===== src/rtl/burst_sram.sv =====
module burst_sram #(
  parameter int AW = 6,
  parameter int DW = 8
) (
  input  logic          clk,
  input  logic          rst_n,
  input  logic          cpu_stb_n,
  input  logic          ctl_stb_n,
  input  logic          ce_n,
  input  logic          adv_n,
  input  logic          we_n,
  input  logic          oe_n,
  input  logic          sleep,
  input  logic [AW-1:0] addr,
  input  logic [DW-1:0] wdata,
  output logic [DW-1:0] rdata,
  output logic          rdata_vld
);
  localparam int DEPTH = 1 << AW;

  logic [DW-1:0] mem [DEPTH];
  logic [AW-3:0] base_q;
  logic [1:0]    beat_q;
  logic [DW-1:0] rd_q;
  logic [AW-1:0] eff, nxt;

  wire awake   = !sleep;
  wire cpu_hit = awake && !cpu_stb_n && !ce_n;
  wire ctl_hit = awake && !ctl_stb_n && !cpu_hit;
  wire step    = awake && !cpu_hit && !ctl_hit && !adv_n;
  wire wr_go   = !we_n && (ctl_hit || step);

  assign eff = {base_q, beat_q};
  assign nxt = (cpu_hit || ctl_hit) ? addr :
               step ? {base_q, beat_q + 2'd1} : eff;

  always_ff @(posedge clk or negedge rst_n) begin
    if (!rst_n) begin
      base_q <= '0;
      beat_q <= '0;
      rd_q   <= '0;
    end else if (awake) begin
      {base_q, beat_q} <= nxt;
      rd_q <= mem[eff];
    end
  end

  always_ff @(posedge clk)
    if (wr_go) mem[nxt] <= wdata;

  assign rdata_vld = !oe_n && !sleep;
  assign rdata     = rdata_vld ? rd_q : '0;

  p_cpu_capture_r1: assert property (@(posedge clk) disable iff (!rst_n)
    (!sleep && !cpu_stb_n && !ce_n) |=> eff == $past(addr));

  p_ctl_capture_r2: assert property (@(posedge clk) disable iff (!rst_n)
    (!sleep && !ctl_stb_n && (cpu_stb_n || ce_n)) |=> eff == $past(addr));

  p_ce_gate_r4: assert property (@(posedge clk) disable iff (!rst_n)
    (!sleep && !cpu_stb_n && ce_n && ctl_stb_n && adv_n) |=> $stable(eff));

  p_burst_wrap_r5: assert property (@(posedge clk) disable iff (!rst_n)
    (!sleep && (cpu_stb_n || ce_n) && ctl_stb_n && !adv_n) |=>
      (eff[1:0] == $past(eff[1:0]) + 2'd1) && (eff[AW-1:2] == $past(eff[AW-1:2])));

  p_sleep_hold_r9: assert property (@(posedge clk) disable iff (!rst_n)
    sleep |=> $stable(eff) && $stable(rd_q));

  p_sleep_quiet_r9: assert property (@(posedge clk) disable iff (!rst_n)
    sleep |-> !rdata_vld && rdata == '0);

  p_oe_off_r8: assert property (@(posedge clk) disable iff (!rst_n)
    oe_n |-> !rdata_vld && rdata == '0);
endmodule


===== config.mk =====
export PLATFORM = sky130hd
export DESIGN_NAME = burst_sram
export DESIGN_NICKNAME = d
export VERILOG_FILES = /design/src/rtl/burst_sram.sv
export SDC_FILE = /design/constraint.sdc
export NUM_CORES = 1
export LEC_CHECK = 0
export ABC_CLOCK_PERIOD_IN_PS = 6000
export BUFFER_PORTS_ARGS = -buffer_cell sky130_fd_sc_hd__buf_4
export CAP_MARGIN = 0
export CORE_ASPECT_RATIO = 0.5
export CORE_UTILIZATION = 40
export DETAILED_ROUTE_END_ITERATION = 10
export PLACE_DENSITY_LB_ADDON = 0.1
export SYNTH_ARGS = -nofsm -noshare
export SYNTH_HDL_FRONTEND = slang
export SYNTH_SLANG_ARGS = --single-unit

===== constraint.sdc =====
create_clock -name clk -period 6 [get_ports clk]
set_input_delay 0.9 -clock clk [delete_from_list [all_inputs] [get_ports clk]]
set_output_delay 0.9 -clock clk [all_outputs]
set_load 0.005 [all_outputs]

==> results.cfg, run 1 <==
[worst_setup_path]
r2r_cells = 5
r2r_slack_ps = 1850
crit_type = reg -> reg
max_stage_delay_ps = 910
crit_path_top_delay_cell = nand3_1
arrival_ps = 4340
worst-path-max-fanout = 25
endpoint_kind = register
r2r_end = mem[57][4]$_DFFE_PP_
startpoint_type = register
worstPathRequired_ps = 6200
crit_chain = nor3b_1 > xor2_1 > mux2i_1 > nand3_1 > nor2b_1
timing.rr.start = beat_q[0]$_DFFE_PN0N_

[final_layout]
utilization = 0.4569
area_growth_pct = 12.01
fin_nets = 1016
fillers = 4257
drive_gt1_frac = 0.2660
antenna_cells = 0

[synth]
syn-cell-area_um2 = 20600
synth_compound_area_frac = 0.02308
synth_top_family_by_area = multiplexers
ys_seq_area_frac = 0.7633
ys_warn_count = 0
yosys_most_used_dff = edfxtp_1
synthesis.nets = 981
synth-edff-count = 512
synth_cells = 958
synthAdderAreaFrac = 0
ys_ff_latch = 526
yosys.area_share.xor_xnor = 0.0008502
muxShareOfSynthArea = 0.1717
ys_async_sr_fraction = 0.02662
yosys.area_share.simple = 0.02642
synth_cell_types = 39
syn_avg_cell_area_um2 = 21.51

[drt]
drt-pass1-iter-count = 5
viasPerCell = 5.591
route.detailed.drc = 0
wl_um = 49100
first_iter_violations = 1041
vias = 9616
antenna_left = 0
wl_per_cell_um = 28.54

[floorplanning]
coreArea_um2 = 50510
io_pins = 32
die_h_um = 162.5
die_w_um = 323.0
initial_utilization = 0.4079
die-area_um2 = 52470
fp-row-count = 58

[clock_network]
cts_tree = built
cts_setup_buffers = 0
ctsResizeCount = 0
clockBufferDepth = 3
cts_buffers = 47
clk_latency_ps = 570
postCtsHoldBufs = 0
clk_pin_slew_ps = 70
htreeDepth = 2
root_buffer = clkbuf_16
clkSinkCount = 526

[timing]
fin_crit_sh = 0.6915
fin_setup_tns_ps = 0
slew_headroom = 0.2154
rsz0062_at_grt = no
hold_slack_ps = 172.0
fin_skew_ps = 23.06
tightest_slew_ps = 1144
fmax_mhz = 241.0
slew_violations = 0
final-hold-violation-count = 0
setup_viol = 0
period_minus_slack_ps = 4149
fin_ws_ps = 1851

[placement]
pre_cts_ws_ps = 1482
dp_hpwl_um = 29020
portBuffers = 31
globalplace.congestion = 0.8047

[grt]
grt_usage = 0.1917
globalRouteOverflowTotal = 0
grt_max_degree = 89
grt_pass1_wl_um = 71440
grt_antenna_before_repair = 0
grt_pass1_vias = 9901

[power_and_ir_drop]
peakVddDrop_uv = 239.7
power_density_nw_per_um2 = 360.0
leakagePower_nw = 7.147
power.total_mw = 8.307

[outcome]
status = complete, no violations

[worst_hold_path]
hold_class = in -> async

[run]
max_cap_violations = 0
## final cells by class
type                       instances  area [um^2]  area share
clock buffer                      59         1264     0.05476
clock inverter                    27        256.5     0.01112
inverter                           5        18.77   0.0008133
multi-input combinational        371         4609      0.1998
sequential                       526        15740      0.6819
tap                              690        863.3     0.03741
timing repair buffer              42        327.8     0.01421
## per-stage QoR
step                      instance area [um^2]  std cells
after global routing                     23080       1720
final                                    23080       1720
after CTS                                23080       1720
after detailed placement                 21560       1634
after floorplan                          20600        958
after global placement                   21560       1634
## report_power, final
| group | total (mW) | internal (mW) | switching, mW |
|---|---|---|---|
| sequential | 4.17 | 4.08 | 0.0961 |
| clock | 3.04 | 1.71 | 1.33 |
| combinational | 1.10 | 0.467 | 0.631 |
| total | 8.31 | 6.25 | 2.05 |
## synth_stat cells, drive strengths merged (4+ instances only)
| cell | instances | area [um^2] |
|---|---|---|
| edfxtp | 512 | 15370 |
| inv | 5 | 18.76 |
| or3 | 4 | 25.02 |
| mux4 | 120 | 2703 |
| buf | 38 | 215.2 |
| mux2 | 32 | 360.4 |
| a22oi | 16 | 120.1 |
| dfrtp | 14 | 350.3 |
| o31ai | 8 | 60.06 |
| and2 | 10 | 62.56 |
| o221ai | 8 | 70.07 |
| nand3 | 10 | 50.05 |
| nor2 | 61 | 245.2 |
| a221oi | 8 | 70.07 |
| nor4 | 5 | 31.28 |
| a32oi | 8 | 70.07 |
| clkbuf | 18 | 67.56 |
| o22ai | 8 | 50.05 |
| nor2b | 12 | 75.07 |
| mux2i | 45 | 475.5 |
## registers in the layout, summed over array words and instances (netlist names)
| signal | cells |
|---|---|
| base_q | 4 |
| beat_q | 2 |
| mem | 512 |
| rd_q | 8 |
## cells in the final DEF (no fill, tap or decap), types with 2 or more instances in the layout
master / n
a221oi_1: 8
a22oi_1: 16
a32oi_1: 8
and2_1: 10
buf_4: 41
bufinv_16: 5
clkbuf_1: 10
clkbuf_16: 49
clkinv_1: 10
clkinv_2: 9
clkinvlp_4: 2
dfrtp_1: 11
dfrtp_4: 3
edfxtp_1: 512
inv_1: 4
mux2_2: 32
mux2i_1: 43
mux2i_4: 2
mux4_2: 120
nand2_1: 2
nand2b_1: 2
nand3_1: 10
nor2_1: 60
nor2b_1: 12
nor4_2: 3
o221ai_1: 8
o22ai_1: 8
o31ai_1: 8
or3_1: 4
xor2_1: 2
## worst max path at each step
stage                           from                    to  slack (ps)  depth (start not counted)
5_1_grt        beat_q[0]$_DFFE_PN0N_  mem[61][5]$_DFFE_PP_        1690                          5
6_report       beat_q[0]$_DFFE_PN0N_  mem[57][4]$_DFFE_PP_        1850                          5
3_5_place_dp               cpu_stb_n  mem[57][6]$_DFFE_PP_        1480                          6
3_3_place_gp               cpu_stb_n  mem[21][0]$_DFFE_PP_        1660                          6
2_1_floorplan              cpu_stb_n  mem[39][0]$_DFFE_PP_        2610                          7
4_1_cts        beat_q[0]$_DFFE_PN0N_  mem[57][3]$_DFFE_PP_        1910                          5
## worst max-delay path: cells and delay by family, from the launching register on
kind / cells / cell delay, ps
AND/OR/NAND/NOR: 3 / 2090
flip-flops: 1 / 720
XOR/XNOR: 1 / 100
multiplexers: 1 / 850
## logic make-up (layout without fill, tap and decap cells)
| family | count (synthesis) | after routing |
|---|---|---|
| flip-flops | 526 | 526 |
| multiplexers | 197 | 197 |
| AND/OR/NAND/NOR | 111 | 111 |
| AO/OA/AOI/OAI | 61 | 61 |
| buffers and inverters | 61 | 133 |
| XOR/XNOR | 2 | 2 |
## per-layer routing
| layer | part of all wire | global-route usage |
|---|---|---|
| met1 | 0.47 | 0.2925 |
| met2 | 0.45 | 0.2890 |
| met3 | 0.063 | 0.03643 |
| met4 | 0.016 | 0.03555 |
| met5 | 0 | 0 |
(Power assumes the default switching activity.)
==> run 2: changes to the inputs <==
Settings changed: ABC_AREA set to 1, ABC_CLOCK_PERIOD_IN_PS 6000 to 3400.
Clock period 6 ns to 3.4 ns, I/O delays scaled along.
==> results.cfg, run 2 <==
[drt]
wl_um = 58910
viasPerCell = 5.236
wl_per_cell_um = 22.31
first_iter_violations = 1462
vias = 13830
drt-pass1-iter-count = 5
route.detailed.drc = 0
antenna_left = 0

[worst_setup_path]
max_stage_delay_ps = 790
endpoint_kind = register
critPathBufInv = 1
worst-path-max-fanout = 109
arrival_ps = 2970
crit_type = reg -> reg
r2r_cells = 7
timing.rr.start = beat_q[0]$_DFFE_PN0N_
crit_path_top_delay_cell = nor2_1
crit_chain = buf_12 > nand2_1 > nand2_1 > nand2_1 > nand2_1 > nand3_2 > nor2_1
r2r_end = mem[32][2]$_DFFE_PP_
critical-path-top-delay-family = simple AND/OR/NAND/NOR gates
worstPathRequired_ps = 3580
startpoint_type = register
crit_path_frequent_cell = nand2_1
r2r_slack_ps = 620

[clock_network]
cts_buffers = 48
htreeDepth = 2
root_buffer = clkbuf_16
clk_latency_ps = 580
cts_tree = built
cts_setup_buffers = 0
clk_pin_slew_ps = 70
clockBufferDepth = 3
clkSinkCount = 526

[floorplanning]
die_w_um = 329.9
die-area_um2 = 54740
io_pins = 32
coreArea_um2 = 52490
initial_utilization = 0.4096
fp-row-count = 59
die_h_um = 165.9

[power_and_ir_drop]
p_switching_mw = 4.121
power_density_nw_per_um2 = 613.7
peakVddDrop_uv = 356.6
switching_share = 0.2753
p_clk_frac = 0.364
pwr-share-seq = 0.483
p_int_mw = 10.85
leakagePower_nw = 8.741
pwr-share-comb = 0.153

[timing]
fin_crit_sh = 0.8183
slew_headroom = 0.3534
final-hold-violation-count = 0
slew_violations = 0
rsz0062_at_grt = no
fin_skew_ps = 27.60
setup_viol = 0
fmax_mhz = 359.4
period_minus_slack_ps = 2782
fin_setup_tns_ps = 0
tightest_slew_ps = 969.9

[synth]
yosysMostFrequentCell = nand2_1
ys_async_sr_fraction = 0.02662
synth_commonest_cells = nand2_1, edfxtp_1, nand3_1
ys_seq_area_frac = 0.7314
ys_ff_latch = 526
syn_avg_cell_area_um2 = 11.57
synth_cells = 1858
synth_cell_types = 27
syn-cell-area_um2 = 21500
synth-edff-count = 512
yosys_most_used_dff = edfxtp_1
synth_area_leaders = edfxtp_1, nand3_1, nand2_1
ys_warn_count = 0
synthesis.nets = 1881
synth_top_area_cell = edfxtp_1
synth_top_cell_area_share = 0.7151

[grt]
grt_antenna_before_repair = 0
grt_pass1_wl_um = 88270
grt_max_degree = 149
grt_usage = 0.2185
grt_pass1_vias = 13450
globalRouteOverflowTotal = 0

[final_layout]
largestRegisters = mem: 512 flops, rd_q: 8 flops, base_q: 4 flops
largest_reg_flops = 512
fillers = 4793
area_growth_pct = 13.43
final_common_cell = nand2_1
fin_nets = 1927
multi_input_comb_area_um2 = 5253
regMostFlops = mem
antenna_cells = 0
drive_gt1_frac = 0.1088
final_cell_mix = nand2_1, edfxtp_1, nand3_1
fin_area_um2 = 24390
seq_area_um2 = 15730

[worst_hold_path]
hold_start = sleep
min_to = rd_q[0]$_DFFE_PN0N_
min_path_cells = 3
hold_class = in -> reg

[placement]
globalplace.congestion = 0.8646
portBuffers = 31
dp_hpwl_um = 34190
placed_area_um2 = 22830

[outcome]
status = complete, no violations

[run]
max_cap_violations = 0
-- run 2: cell count changes after synthesis, sizes merged, moves of 18 or more --
cell    previous run  this run
clkbuf            18        62
mux4             120         0
inv                5        23
nand2              2       627
mux2              32         0
nor2              61        80
nand3             10       473
mux2i             45         0
-- run 2: repair_timing --
| item | in CTS | in global routing |
|---|---|---|
| hold buffers | 1 | 0 |
| hold endpoints to repair | 14 | 0 |
| gates resized for setup | 0 | 0 |
-- run 2: power by group through the flow --
stage | Clock, mW | Sequential (mW) | Combinational [mW]
floorplan | 0 | 7.32 | 1.40
global placement | 0 | 7.37 | 2.29
detailed placement | 0 | 7.37 | 2.29
CTS | 5.53 | 7.23 | 2.30
global route | 5.79 | 7.23 | 2.52
finish | 5.45 | 7.23 | 2.28
-- run 2: final cells by class --
cell class | count | area share
clock inverters | 23 | 0.009646
inverters | 23 | 0.004053
repair buffers | 107 | 0.03612
flip-flops and latches | 526 | 0.6452
clock buffers | 63 | 0.05367
multi-input cells | 1198 | 0.2154
well taps | 701 | 0.03597
-- run 2: layer usage --
layer  global-route usage  routed length, um  up-vias
met5                    0                  0        -
met2               0.3185              25670      347
li1                     -                  -     6601
met4              0.04730               1186        0
met3              0.04408               3837       80
met1               0.3356              28220     6799
-- run 2: cells by family (layout without fill, tap and decap cells) --
| logic type | after synthesis | in the layout | synth area share |
|---|---|---|---|
| DFF | 526 | 526 | 0.7314 |
| xor gates and xnor gates | 1 | 1 | 0.0004075 |
| buffers and inverters | 134 | 216 | 0.02427 |
| AOI/OAI and AO/OA | 9 | 9 | 0.003434 |
| and+or+nand+nor | 1188 | 1188 | 0.2405 |
-- run 2: metrics by stage --
| stage | std cells | utilization | setup WS, ps | hold slack (ps) | power [mW] |
|---|---|---|---|---|---|
| after global placement | 2554 | 0.4350 | 374.7 | 384.8 | 9.658 |
| final | 2641 | 0.4646 | 617.6 | 264.9 | 14.97 |
| after global routing | 2641 | 0.4646 | 381.7 | 259.8 | 15.55 |
| after detailed placement | 2554 | 0.4350 | 332.8 | 383.6 | 9.661 |
| after CTS | 2641 | 0.4646 | 571.2 | 246.7 | 15.05 |
| after floorplan | 1858 | - | 1060 | 214.4 | 8.720 |
-- run 2: how the worst max path moves through the flow --
stage / start / to / slack [ps] / depth (start not counted)
final: beat_q[0]$_DFFE_PN0N_ / mem[32][2]$_DFFE_PP_ / 620 / 7
after global routing: beat_q[0]$_DFFE_PN0N_ / mem[32][2]$_DFFE_PP_ / 380 / 7
after CTS: beat_q[0]$_DFFE_PN0N_ / mem[32][2]$_DFFE_PP_ / 570 / 7
after detailed placement: sleep / mem[32][2]$_DFFE_PP_ / 330 / 11
after global placement: sleep / mem[37][0]$_DFFE_PP_ / 370 / 11
after floorplan: sleep / mem[11][0]$_DFFE_PP_ / 1060 / 9
-- run 2: worst register-to-register path, cell delays in order, from the launching register on --
cell	delay, ps
dfrtp_4	510
buf_12	360
nand2_1	130
nand2_1	90
nand2_1	50
nand2_1	170
nand3_2	280
nor2_1	790
